--- src/rtl/xm_pkg.sv ---
package xm_pkg;

    localparam int XM_ADDR_W = 20;
    localparam int XM_BASE_W = 19;
    localparam int XM_WORD_W = 24;
    localparam int XM_HALF_W = 16;
    localparam int XM_BUS_W  = 8;
    localparam int XM_NIB_W  = 4;
    localparam int XM_LANE_W = 5;

    typedef struct packed {
        logic       word24;
        logic       nibble;
        logic [1:0] msize;
    } xm_cfg_t;

    typedef enum logic [1:0] {
        XM_IDLE  = 2'd0,
        XM_READ  = 2'd1,
        XM_WRITE = 2'd2
    } xm_state_t;

    // Address scaling: 2 for long words, 1 for short, plus 1 on a nibble bus
    function automatic logic [1:0] xm_scale(input xm_cfg_t c);
        return (c.word24 ? 2'd2 : 2'd1) + {1'b0, c.nibble};
    endfunction

    function automatic logic [XM_LANE_W-1:0] xm_piece(input xm_cfg_t c);
        return c.nibble ? XM_LANE_W'(XM_NIB_W) : XM_LANE_W'(XM_BUS_W);
    endfunction

    // Bit offset of the piece handled at this address
    function automatic logic [XM_LANE_W-1:0] xm_lane(input xm_cfg_t c, input logic [2:0] low);
        logic [2:0] sel;
        sel = low & ((3'd1 << xm_scale(c)) - 3'd1);
        return c.nibble ? {sel, 2'b00} : {sel[1:0], 3'b000};
    endfunction

    // Offset of the final piece of a word
    function automatic logic [XM_LANE_W-1:0] xm_last(input xm_cfg_t c);
        return (c.word24 ? XM_LANE_W'(XM_WORD_W) : XM_LANE_W'(XM_HALF_W)) - xm_piece(c);
    endfunction

endpackage

--- src/rtl/xm_base_ctr.sv ---
module xm_base_ctr #(
    parameter int BASE_W = xm_pkg::XM_BASE_W
) (
    input  logic              clk,
    input  logic              rst,
    input  logic              sync_i,
    output logic [BASE_W-1:0] base_o
);
    // circular base, counts down once per sample sync
    always_ff @(posedge clk) begin
        if (rst)
            base_o <= '0;
        else if (sync_i)
            base_o <= base_o - 1'b1;
    end
endmodule

--- src/rtl/xm_start_addr.sv ---
module xm_start_addr
    import xm_pkg::*;
#(
    parameter int ADDR_W = XM_ADDR_W,
    parameter int BASE_W = XM_BASE_W
) (
    input  xm_cfg_t           cfg_i,
    input  logic [ADDR_W-1:0] ofs_i,
    input  logic [BASE_W-1:0] base_i,
    output logic [ADDR_W-1:0] addr_o
);
    localparam int SMALL_W = ADDR_W - 4;
    localparam int MID_W   = ADDR_W - 2;
    localparam logic [ADDR_W-1:0] MASK_S = {{(ADDR_W-SMALL_W){1'b0}}, {SMALL_W{1'b1}}};
    localparam logic [ADDR_W-1:0] MASK_M = {{(ADDR_W-MID_W){1'b0}}, {MID_W{1'b1}}};
    localparam logic [ADDR_W-1:0] MASK_L = {ADDR_W{1'b1}};

    logic [ADDR_W-1:0] sum;
    logic [ADDR_W-1:0] scaled;

    always_comb begin
        // offset plus base, scaled to a byte address
        sum    = ofs_i + {{(ADDR_W-BASE_W){1'b0}}, base_i};
        scaled = sum << xm_scale(cfg_i);
        // memory-size window
        unique case (cfg_i.msize)
            2'd0:    addr_o = scaled & MASK_S;
            2'd1:    addr_o = scaled & MASK_M;
            default: addr_o = scaled & MASK_L;
        endcase
    end
endmodule

--- src/rtl/xm_step_ctrl.sv ---
module xm_step_ctrl
    import xm_pkg::*;
#(
    parameter int ADDR_W = XM_ADDR_W,
    parameter int WORD_W = XM_WORD_W
) (
    input  logic                 clk,
    input  logic                 rst,
    input  logic                 start_rd_i,
    input  logic                 start_wr_i,
    input  xm_cfg_t              cfg_i,
    input  logic [ADDR_W-1:0]    start_addr_i,
    input  logic [WORD_W-1:0]    wr_word_i,
    output xm_state_t            state_o,
    output logic [ADDR_W-1:0]    adr_o,
    output xm_cfg_t              cfg_o,
    output logic [WORD_W-1:0]    wr_q_o,
    output logic [XM_LANE_W-1:0] lane_o,
    output logic                 last_o
);
    always_comb begin
        lane_o = xm_lane(cfg_o, adr_o[2:0]);
        last_o = (state_o != XM_IDLE) && (lane_o == xm_last(cfg_o));
    end

    always_ff @(posedge clk) begin
        if (rst) begin
            state_o <= XM_IDLE;
            adr_o   <= '0;
            cfg_o   <= '0;
            wr_q_o  <= '0;
        end else begin
            unique case (state_o)
                XM_IDLE: begin
                    // read wins over write; starts only taken when idle
                    // settings captured here
                    if (start_rd_i) begin
                        state_o <= XM_READ;
                        adr_o   <= start_addr_i;
                        cfg_o   <= cfg_i;
                    end else if (start_wr_i) begin
                        state_o <= XM_WRITE;
                        adr_o   <= start_addr_i;
                        cfg_o   <= cfg_i;
                        wr_q_o  <= wr_word_i;
                    end
                end
                default: begin
                    // advance or finish
                    if (last_o) begin
                        state_o <= XM_IDLE;
                        adr_o   <= '0;
                    end else begin
                        adr_o   <= adr_o + 1'b1;
                    end
                end
            endcase
        end
    end
endmodule

--- src/rtl/xm_read_pack.sv ---
module xm_read_pack
    import xm_pkg::*;
#(
    parameter int WORD_W = XM_WORD_W
) (
    input  logic                 clk,
    input  logic                 rst,
    input  logic                 step_i,
    input  logic                 last_i,
    input  xm_cfg_t              cfg_i,
    input  logic [XM_LANE_W-1:0] lane_i,
    input  logic [XM_BUS_W-1:0]  rdata_i,
    output logic [WORD_W-1:0]    word_o
);
    logic [WORD_W-1:0] ext;
    logic [WORD_W-1:0] pmask;
    logic [WORD_W-1:0] nxt;

    always_comb begin
        ext = '0;
        ext[XM_BUS_W-1:0] = rdata_i;
        if (cfg_i.nibble) begin
            // upper data bits ignored on a nibble bus
            ext[XM_BUS_W-1:XM_NIB_W] = '0;
            pmask = {{(WORD_W-XM_NIB_W){1'b0}}, {XM_NIB_W{1'b1}}};
        end else begin
            pmask = {{(WORD_W-XM_BUS_W){1'b0}}, {XM_BUS_W{1'b1}}};
        end
        pmask = pmask << lane_i;
        ext   = ext << lane_i;
        nxt   = (word_o & ~pmask) | (ext & pmask);
        // short word cleared above its width on completion
        if (last_i && !cfg_i.word24)
            nxt[WORD_W-1:XM_HALF_W] = '0;
    end

    // data sampled in the same step its address is driven
    always_ff @(posedge clk) begin
        if (rst)
            word_o <= '0;
        else if (step_i)
            word_o <= nxt;
    end
endmodule

--- src/rtl/xm_serial_stepper.sv ---
module xm_serial_stepper
    import xm_pkg::*;
#(
    parameter int ADDR_W = XM_ADDR_W,
    parameter int BASE_W = XM_BASE_W,
    parameter int WORD_W = XM_WORD_W
) (
    input  logic                clk,
    input  logic                rst,
    input  logic                sample_sync,
    input  logic                start_rd,
    input  logic                start_wr,
    input  logic                cfg_word24,
    input  logic                cfg_nibble,
    input  logic [1:0]          cfg_msize,
    input  logic [ADDR_W-1:0]   xfer_offset,
    input  logic [WORD_W-1:0]   wr_word,
    output logic [WORD_W-1:0]   rd_word,
    output logic                rd_busy,
    output logic                wr_busy,
    output logic [ADDR_W-1:0]   mem_addr,
    input  logic [XM_BUS_W-1:0] mem_rdata,
    output logic                mem_rd,
    output logic                mem_wr,
    output logic [XM_BUS_W-1:0] mem_wdata
);
    xm_cfg_t              live_cfg;
    xm_cfg_t              act_cfg;
    logic                 act_nibble;
    logic [BASE_W-1:0]    base;
    logic [ADDR_W-1:0]    start_addr;
    xm_state_t            state;
    logic [WORD_W-1:0]    wr_q;
    logic [WORD_W-1:0]    wshift;
    logic [XM_LANE_W-1:0] lane;
    logic                 last;

    assign live_cfg   = '{word24: cfg_word24, nibble: cfg_nibble, msize: cfg_msize};
    assign act_nibble = act_cfg.nibble;

    xm_base_ctr #(.BASE_W(BASE_W)) u_base (
        .clk    (clk),
        .rst    (rst),
        .sync_i (sample_sync),
        .base_o (base)
    );

    xm_start_addr #(.ADDR_W(ADDR_W), .BASE_W(BASE_W)) u_addr (
        .cfg_i  (live_cfg),
        .ofs_i  (xfer_offset),
        .base_i (base),
        .addr_o (start_addr)
    );

    xm_step_ctrl #(.ADDR_W(ADDR_W), .WORD_W(WORD_W)) u_ctrl (
        .clk          (clk),
        .rst          (rst),
        .start_rd_i   (start_rd),
        .start_wr_i   (start_wr),
        .cfg_i        (live_cfg),
        .start_addr_i (start_addr),
        .wr_word_i    (wr_word),
        .state_o      (state),
        .adr_o        (mem_addr),
        .cfg_o        (act_cfg),
        .wr_q_o       (wr_q),
        .lane_o       (lane),
        .last_o       (last)
    );

    assign rd_busy = (state == XM_READ);
    assign wr_busy = (state == XM_WRITE);
    assign mem_rd  = rd_busy;
    assign mem_wr  = wr_busy;

    xm_read_pack #(.WORD_W(WORD_W)) u_pack (
        .clk     (clk),
        .rst     (rst),
        .step_i  (rd_busy),
        .last_i  (last),
        .cfg_i   (act_cfg),
        .lane_i  (lane),
        .rdata_i (mem_rdata),
        .word_o  (rd_word)
    );

    // piece selection for writes
    always_comb begin
        wshift = wr_q >> lane;
        if (!wr_busy)
            mem_wdata = '0;
        else if (act_cfg.nibble)
            mem_wdata = {{(XM_BUS_W-XM_NIB_W){1'b0}}, wshift[XM_NIB_W-1:0]};
        else
            mem_wdata = wshift[XM_BUS_W-1:0];
    end
endmodule

--- config.mk ---
export PLATFORM = sky130hd
export DESIGN_NAME = xm_serial_stepper
export DESIGN_NICKNAME = d
export VERILOG_FILES = /design/src/rtl/xm_pkg.sv /design/src/rtl/xm_base_ctr.sv /design/src/rtl/xm_start_addr.sv /design/src/rtl/xm_step_ctrl.sv /design/src/rtl/xm_read_pack.sv /design/src/rtl/xm_serial_stepper.sv
export SDC_FILE = /design/constraint.sdc
export NUM_CORES = 1
export LEC_CHECK = 0
export BUFFER_PORTS_ARGS = -buffer_cell sky130_fd_sc_hd__buf_2
export CAP_MARGIN = 10
export CORE_ASPECT_RATIO = 0.8
export CORE_MARGIN = 2
export CORE_UTILIZATION = 39
export CTS_BUF_LIST = sky130_fd_sc_hd__clkbuf_16
export DETAILED_ROUTE_END_ITERATION = 7
export GPL_TIMING_DRIVEN = 0
export HOLD_SLACK_MARGIN = 0.03
export PLACE_DENSITY = 0.67
export SETUP_SLACK_MARGIN = 0.15
export SYNTH_ARGS = -nofsm -noshare
export SYNTH_HDL_FRONTEND = slang
export SYNTH_SLANG_ARGS = --single-unit
--- constraint.sdc ---
create_clock -name clk -period 4.4 [get_ports clk]
set_clock_uncertainty 0.2 [all_clocks]
set_input_delay 0.44 -clock clk [delete_from_list [all_inputs] [get_ports clk]]
set_output_delay 0.44 -clock clk [all_outputs]
set_load 0.03 [all_outputs]
==> impl_metrics.ini, run 1 <==
[clocking]
cts-resized-gates = 0
post_cts_buffers = 0
postCtsHoldBufs = 0
cts_tree = built
clock-sinks = 91
cts_max_path_buffers = 2
numCtsBuffers = 9
clk_pin_slew_ns = 0.07
ctsRootBufferMaster = clkbuf_16
cts_htree_levels = 3
insertion_delay_ns = 0.36

[power]
p_sw_w = 0.001167
power.density_mw_per_mm2 = 415.4
pwr-share-seq_pct = 34.6
p_int_w = 0.001806
switching_share_pct = 39.26
p_leak_nw = 3.066
peakVddDrop_uv = 229.9
power_frac_comb_pct = 38.7
p_clk_share_pct = 26.7

[global_route]
gr-usage-met3_pct = 4.873
antenna_found_initial = 0
met2_usage_pct = 31.32
grt_max_degree = 17
grt_pass1_wl_mm = 28.57
grt_use_met1_pct = 33.04
grt_pass1_vias = 5508
grt_overflow_total = 0
grt.total_usage_pct = 21.94
grt-busiest-layer = met1

[hold_path]
hp-class = primary input to flop

[floorplanning]
die_w_um = 142.9
die_area_mm2 = 0.01646
fp.dieH_um = 115.1
placeableCoreArea_mm2 = 0.01506
num_rows = 40
ios = 117
start_util_pct = 39.98

[logic_synthesis]
ys.warnings.count = 0
synth_top_area_cell = dfxtp_1
yosysMostFrequentCell = nand2_1
ys_ff_latch = 91
synth_flop_cell = dfxtp_1
async_flop_share_pct = 0
synth_top_cells_by_count = nand2_1 (108), dfxtp_1 (91), a21oi_1 (88)
syn_nets = 875
seq_area_frac_synth_pct = 30.25
netlist_area_mm2 = 0.006022
synth_area_per_cell_um2 = 7.652
yosysUniqueCellTypes = 75
synth_edf_count = 0
synthCells = 787
synth_top_area_share_pct = 30.25
synth_area_leaders = dfxtp_1 (30%), a21oi_1 (7.3%), nand2_1 (6.7%)

[timing]
setup_tns_ns = 0
hold_ws_ns = 0.1172
tightestPinTransition_ns = 0.7826
slew_viol_final = 0
max_freq_mhz = 258.7
slew_headroom_pct = 46.48
fin_crit_ns = 3.866
min_period_over_period_pct = 87.86
layout_setup_ws_ns = 0.5340
hold_viol_final = 0
rsz0062_at_grt = false
setup_viol = 0

[worst_setup_path]
worst-setup-path-type = flop to primary output
cp-start-kind = flop
required_ns = 3.76
cp-end-kind = primary output
crit_arrival_ns = 3.23
path_max_fanout = 12

[run]
max_cap_violations = 0

[route]
wl_mm = 17.96
wire_per_inst_um = 15.93
ant_nets = 0
drc = 0
via_per_inst = 5.425
num_vias = 6114
firstDrtPassIters = 5
drt_iter0_markers = 561

[placement]
pre_cts_ws_ns = 0.9821
dp.final_hpwl_mm = 13.86
portBuffers = 114
place_congestion = 0.9274

[final_layout]
drive_gt1_share_pct = 17.88
nets = 1000
diodes = 0
final_core_util_pct = 47.52
syn2layout_area_growth_pct = 18.87

[outcome]
status = finished clean
-- placed cells by master (no fill, tap or decap), drive strengths merged, types with 6 or more instances in the layout --
cell / count
buf: 130
nand2: 108
dfxtp: 91
a21oi: 89
nor2: 84
o21ai: 42
clkbuf: 39
mux2i: 33
ha: 26
nand3: 24
inv: 19
nor3: 17
xor2: 16
xnor2: 14
or3: 13
a22oi: 11
a211oi: 11
nor2b: 9
nand4: 9
a21o: 9
and2: 9
nor4: 8
a31oi: 8
o211ai: 8
and3: 7
a221oi: 6
-- stage by stage --
stage,power (W),area (um^2),cells
after floorplan,0.001872,6022,787
after global placement,0.002163,6855,1111
after detailed placement,0.002176,6855,1111
after CTS,0.002977,7158,1127
after global routing,0.003165,7158,1127
final,0.002973,7158,1127
-- power by group through the flow --
stage               clock network [W]  logic, W  registers (W)
floorplan                           0  0.000772        0.00110
global placement                    0   0.00112        0.00104
detailed placement                  0   0.00113        0.00104
CTS                          0.000810   0.00114        0.00103
global route                 0.000847   0.00127        0.00104
finish                       0.000794   0.00115        0.00103
-- cells by family after synthesis --
logic type | after synthesis | synth area share, %
AND/OR/NAND/NOR | 312 | 24.48
AO/OA/AOI/OAI | 224 | 23.29
adder cells (fa/ha/maj) | 27 | 5.734
flip-flops | 91 | 30.25
multiplexers | 37 | 6.420
XOR/XNOR | 30 | 4.363
buffers and inverters | 66 | 5.464
-- worst max-delay path, cell delays in order (launching register included) --
cell and delay [ns]:
dfxtp_1 0.41, inv_2 0.15, ha_1 0.37, nand2_1 0.10, nand2_1 0.06, o21ai_0 0.38
clkbuf_1 0.46, clkbuf_1 0.38, a21oi_1 0.15, a22oi_1 0.17, nor2_1 0.06, buf_2 0.18
-- metal layers --
| metal | vias up | part of all wire, % |
|---|---|---|
| met4 | 0 | 1.4 |
| met5 | - | 0 |
| met2 | 197 | 41 |
| li1 | 3093 | - |
| met1 | 2807 | 51 |
| met3 | 17 | 6.3 |
-- area by class of cell --
class | instances | area [um^2]
fill | 1559 | 7906
multi-input combinational | 630 | 3871
sequential | 91 | 1822
timing repair buffer | 114 | 570.5
tap | 210 | 262.8
buffer | 47 | 257.7
clock buffer | 9 | 225.2
clock inverter | 7 | 77.57
inverter | 19 | 71.32
-- path summary, 6_finish.rpt --
path                                       start           endpoint  slack (ns)  cells past startpoint
worst min-delay path                 wr_word[21]  u_ctrl.wr_q_o[21]        0.12                      3
worst max register to register  u_base.base_o[0]   u_ctrl.adr_o[14]        1.16                     10
worst max-delay path             u_ctrl.cfg_o[2]       mem_wdata[5]        0.53                     11
worst min register to register  u_ctrl.wr_q_o[3]   u_ctrl.wr_q_o[3]        0.26                      2
Note: power is estimated with default switching activity, not from simulation.
==> inputs of run 2 (changes only) <==
--- a/config.mk
+++ b/config.mk
@@ -14,7 +14,6 @@
 export DETAILED_ROUTE_END_ITERATION = 7
 export GPL_TIMING_DRIVEN = 0
 export HOLD_SLACK_MARGIN = 0.03
-export PLACE_DENSITY = 0.67
 export SETUP_SLACK_MARGIN = 0.15
 export SYNTH_ARGS = -nofsm -noshare
 export SYNTH_HDL_FRONTEND = slang
==> constraint.sdc (replaced) <==
create_clock -name clk -period 4.92 [get_ports clk]
set_clock_uncertainty 0.2 [all_clocks]
set_input_delay 0.492 -clock clk [delete_from_list [all_inputs] [get_ports clk]]
set_output_delay 0.492 -clock clk [all_outputs]
set_load 0.03 [all_outputs]
==> run 2 against run 1 <==
Compared with the run above: worst hold slack improved by 0.059 ns; clock-buffer cell count is the same; combinational power is 10% lower; first-iteration DRC count shrank 7.0%; critical path type unchanged; largest cell class unchanged; highest routed layer unchanged.
==> impl_metrics.ini, run 2 (synthesis results as in run 1) <==
[floorplanning]
die_area_mm2 = 0.01646
start_util_pct = 39.98
ios = 117
placeableCoreArea_mm2 = 0.01506
fp.dieH_um = 115.1
die_w_um = 142.9
num_rows = 40

[timing]
min_period_over_period_pct = 80.20
rsz0062_at_grt = false
hold_viol_final = 0
setup_tns_ns = 0
fin_crit_ns = 3.946
max_freq_mhz = 253.4
slew_headroom_pct = 47.29
setup_viol = 0
slew_viol_final = 0
tightestPinTransition_ns = 0.7707

[final_layout]
nets = 1000
layout_commonest_cell = buf_2
syn2layout_area_growth_pct = 18.70
drive_gt1_share_pct = 17.67
fill_cells = 1577
diodes = 0
fin_area_mm2 = 0.007148
layout_common_cells = buf_2 (120), nand2_1 (108), dfxtp_1 (91)

[power]
peakVddDrop_uv = 192.9
power.density_mw_per_mm2 = 371.3
p_leak_nw = 3.077

[hold_path]
hold_depth = 3
hp-class = primary input to flop

[clocking]
post_cts_buffers = 0
cts_htree_levels = 3
cts_tree = built
numCtsBuffers = 9
postCtsHoldBufs = 0
clk_pin_slew_ns = 0.07
cts_max_path_buffers = 2
insertion_delay_ns = 0.35
clock-sinks = 91
ctsRootBufferMaster = clkbuf_16
cts-resized-gates = 0

[worst_setup_path]
ff2ff_path_depth = 10
required_ns = 4.23
path_max_fanout = 12
worst-setup-path-type = flop to primary output
cp-end-kind = primary output
crit_arrival_ns = 3.25
cp-start-kind = flop

[global_route]
grt.total_usage_pct = 22.28
grt_pass1_wl_mm = 28.89
antenna_found_initial = 0
grt_max_degree = 16
grt_overflow_total = 0
grt_pass1_vias = 5368

[placement]
placed_cell_area_mm2 = 0.006855
portBuffers = 114
dp.final_hpwl_mm = 14.14
place_congestion = 0.8643

[route]
firstDrtPassIters = 5
wire_per_inst_um = 16.29
via_per_inst = 5.432
ant_nets = 0
drt_iter0_markers = 522
drc = 0
num_vias = 6122
wl_mm = 18.35

[outcome]
status = finished clean

[run]
max_cap_violations = 0
[run 2: where the power goes]
| group | total [W] | leakage (nW) | internal [W] | switching [W] |
|---|---|---|---|---|
| Combinational | 0.00103 | 2.19 | 0.000401 | 0.000633 |
| Clock | 0.000699 | 0.145 | 0.000393 | 0.000305 |
| Sequential | 0.000923 | 0.743 | 0.000818 | 0.000104 |
| Total | 0.00265 | 3.08 | 0.00161 | 0.00104 |
[run 2: worst paths after layout]
check / startpoint / endpoint / slack, ns
setup reg to reg: u_base.base_o[0] / u_ctrl.adr_o[14] / 1.72
setup / recovery: u_ctrl.cfg_o[2] / mem_wdata[4] / 0.97
hold / removal: wr_word[12] / u_ctrl.wr_q_o[12] / 0.18
hold reg to reg: flop / flop / 0.26
[run 2: layout make-up]
class | count | area [um^2] | area share, %
Multi-Input combinational cell | 630 | 3871 | 54.16
Sequential cell | 91 | 1822 | 25.49
Timing Repair Buffer | 114 | 570.5 | 7.982
Tap cell | 210 | 262.8 | 3.676
Buffer | 47 | 257.7 | 3.606
Clock buffer | 9 | 225.2 | 3.151
Inverter | 19 | 71.32 | 0.9977
Clock inverter | 7 | 67.56 | 0.9452
[run 2: stage by stage]
stage | setup WS (ns) | power (W) | util (%) | hold slack (ns) | cells
floorplan | 1.887 | 0.001674 | - | 0.2357 | 787
detailed placement | 1.392 | 0.001951 | 45.51 | 0.2484 | 1111
CTS | 1.013 | 0.002656 | 47.45 | 0.1669 | 1127
finish | 0.9742 | 0.002654 | 47.45 | 0.1758 | 1127
global placement | 1.429 | 0.001944 | 45.51 | 0.2424 | 1111
global route | 0.6318 | 0.002828 | 47.45 | 0.1598 | 1127
[run 2: worst max-delay path: stages (launching register included)]
cell	delay, ns
dfxtp_1	0.42
inv_2	0.15
ha_1	0.37
nand2_1	0.10
nand2_1	0.06
o21ai_0	0.39
clkbuf_1	0.47
clkbuf_1	0.39
a21oi_1	0.16
a22oi_1	0.17
nor2_1	0.06
buf_2	0.17
[run 2: metal layers]
| layer | part of all wire [%] | global-route usage, % |
|---|---|---|
| met3 | 6.7 | 4.998 |
| met5 | 0 | 0 |
| met4 | 1.1 | 4.686 |
| met1 | 54 | 35.48 |
| met2 | 39 | 29.95 |
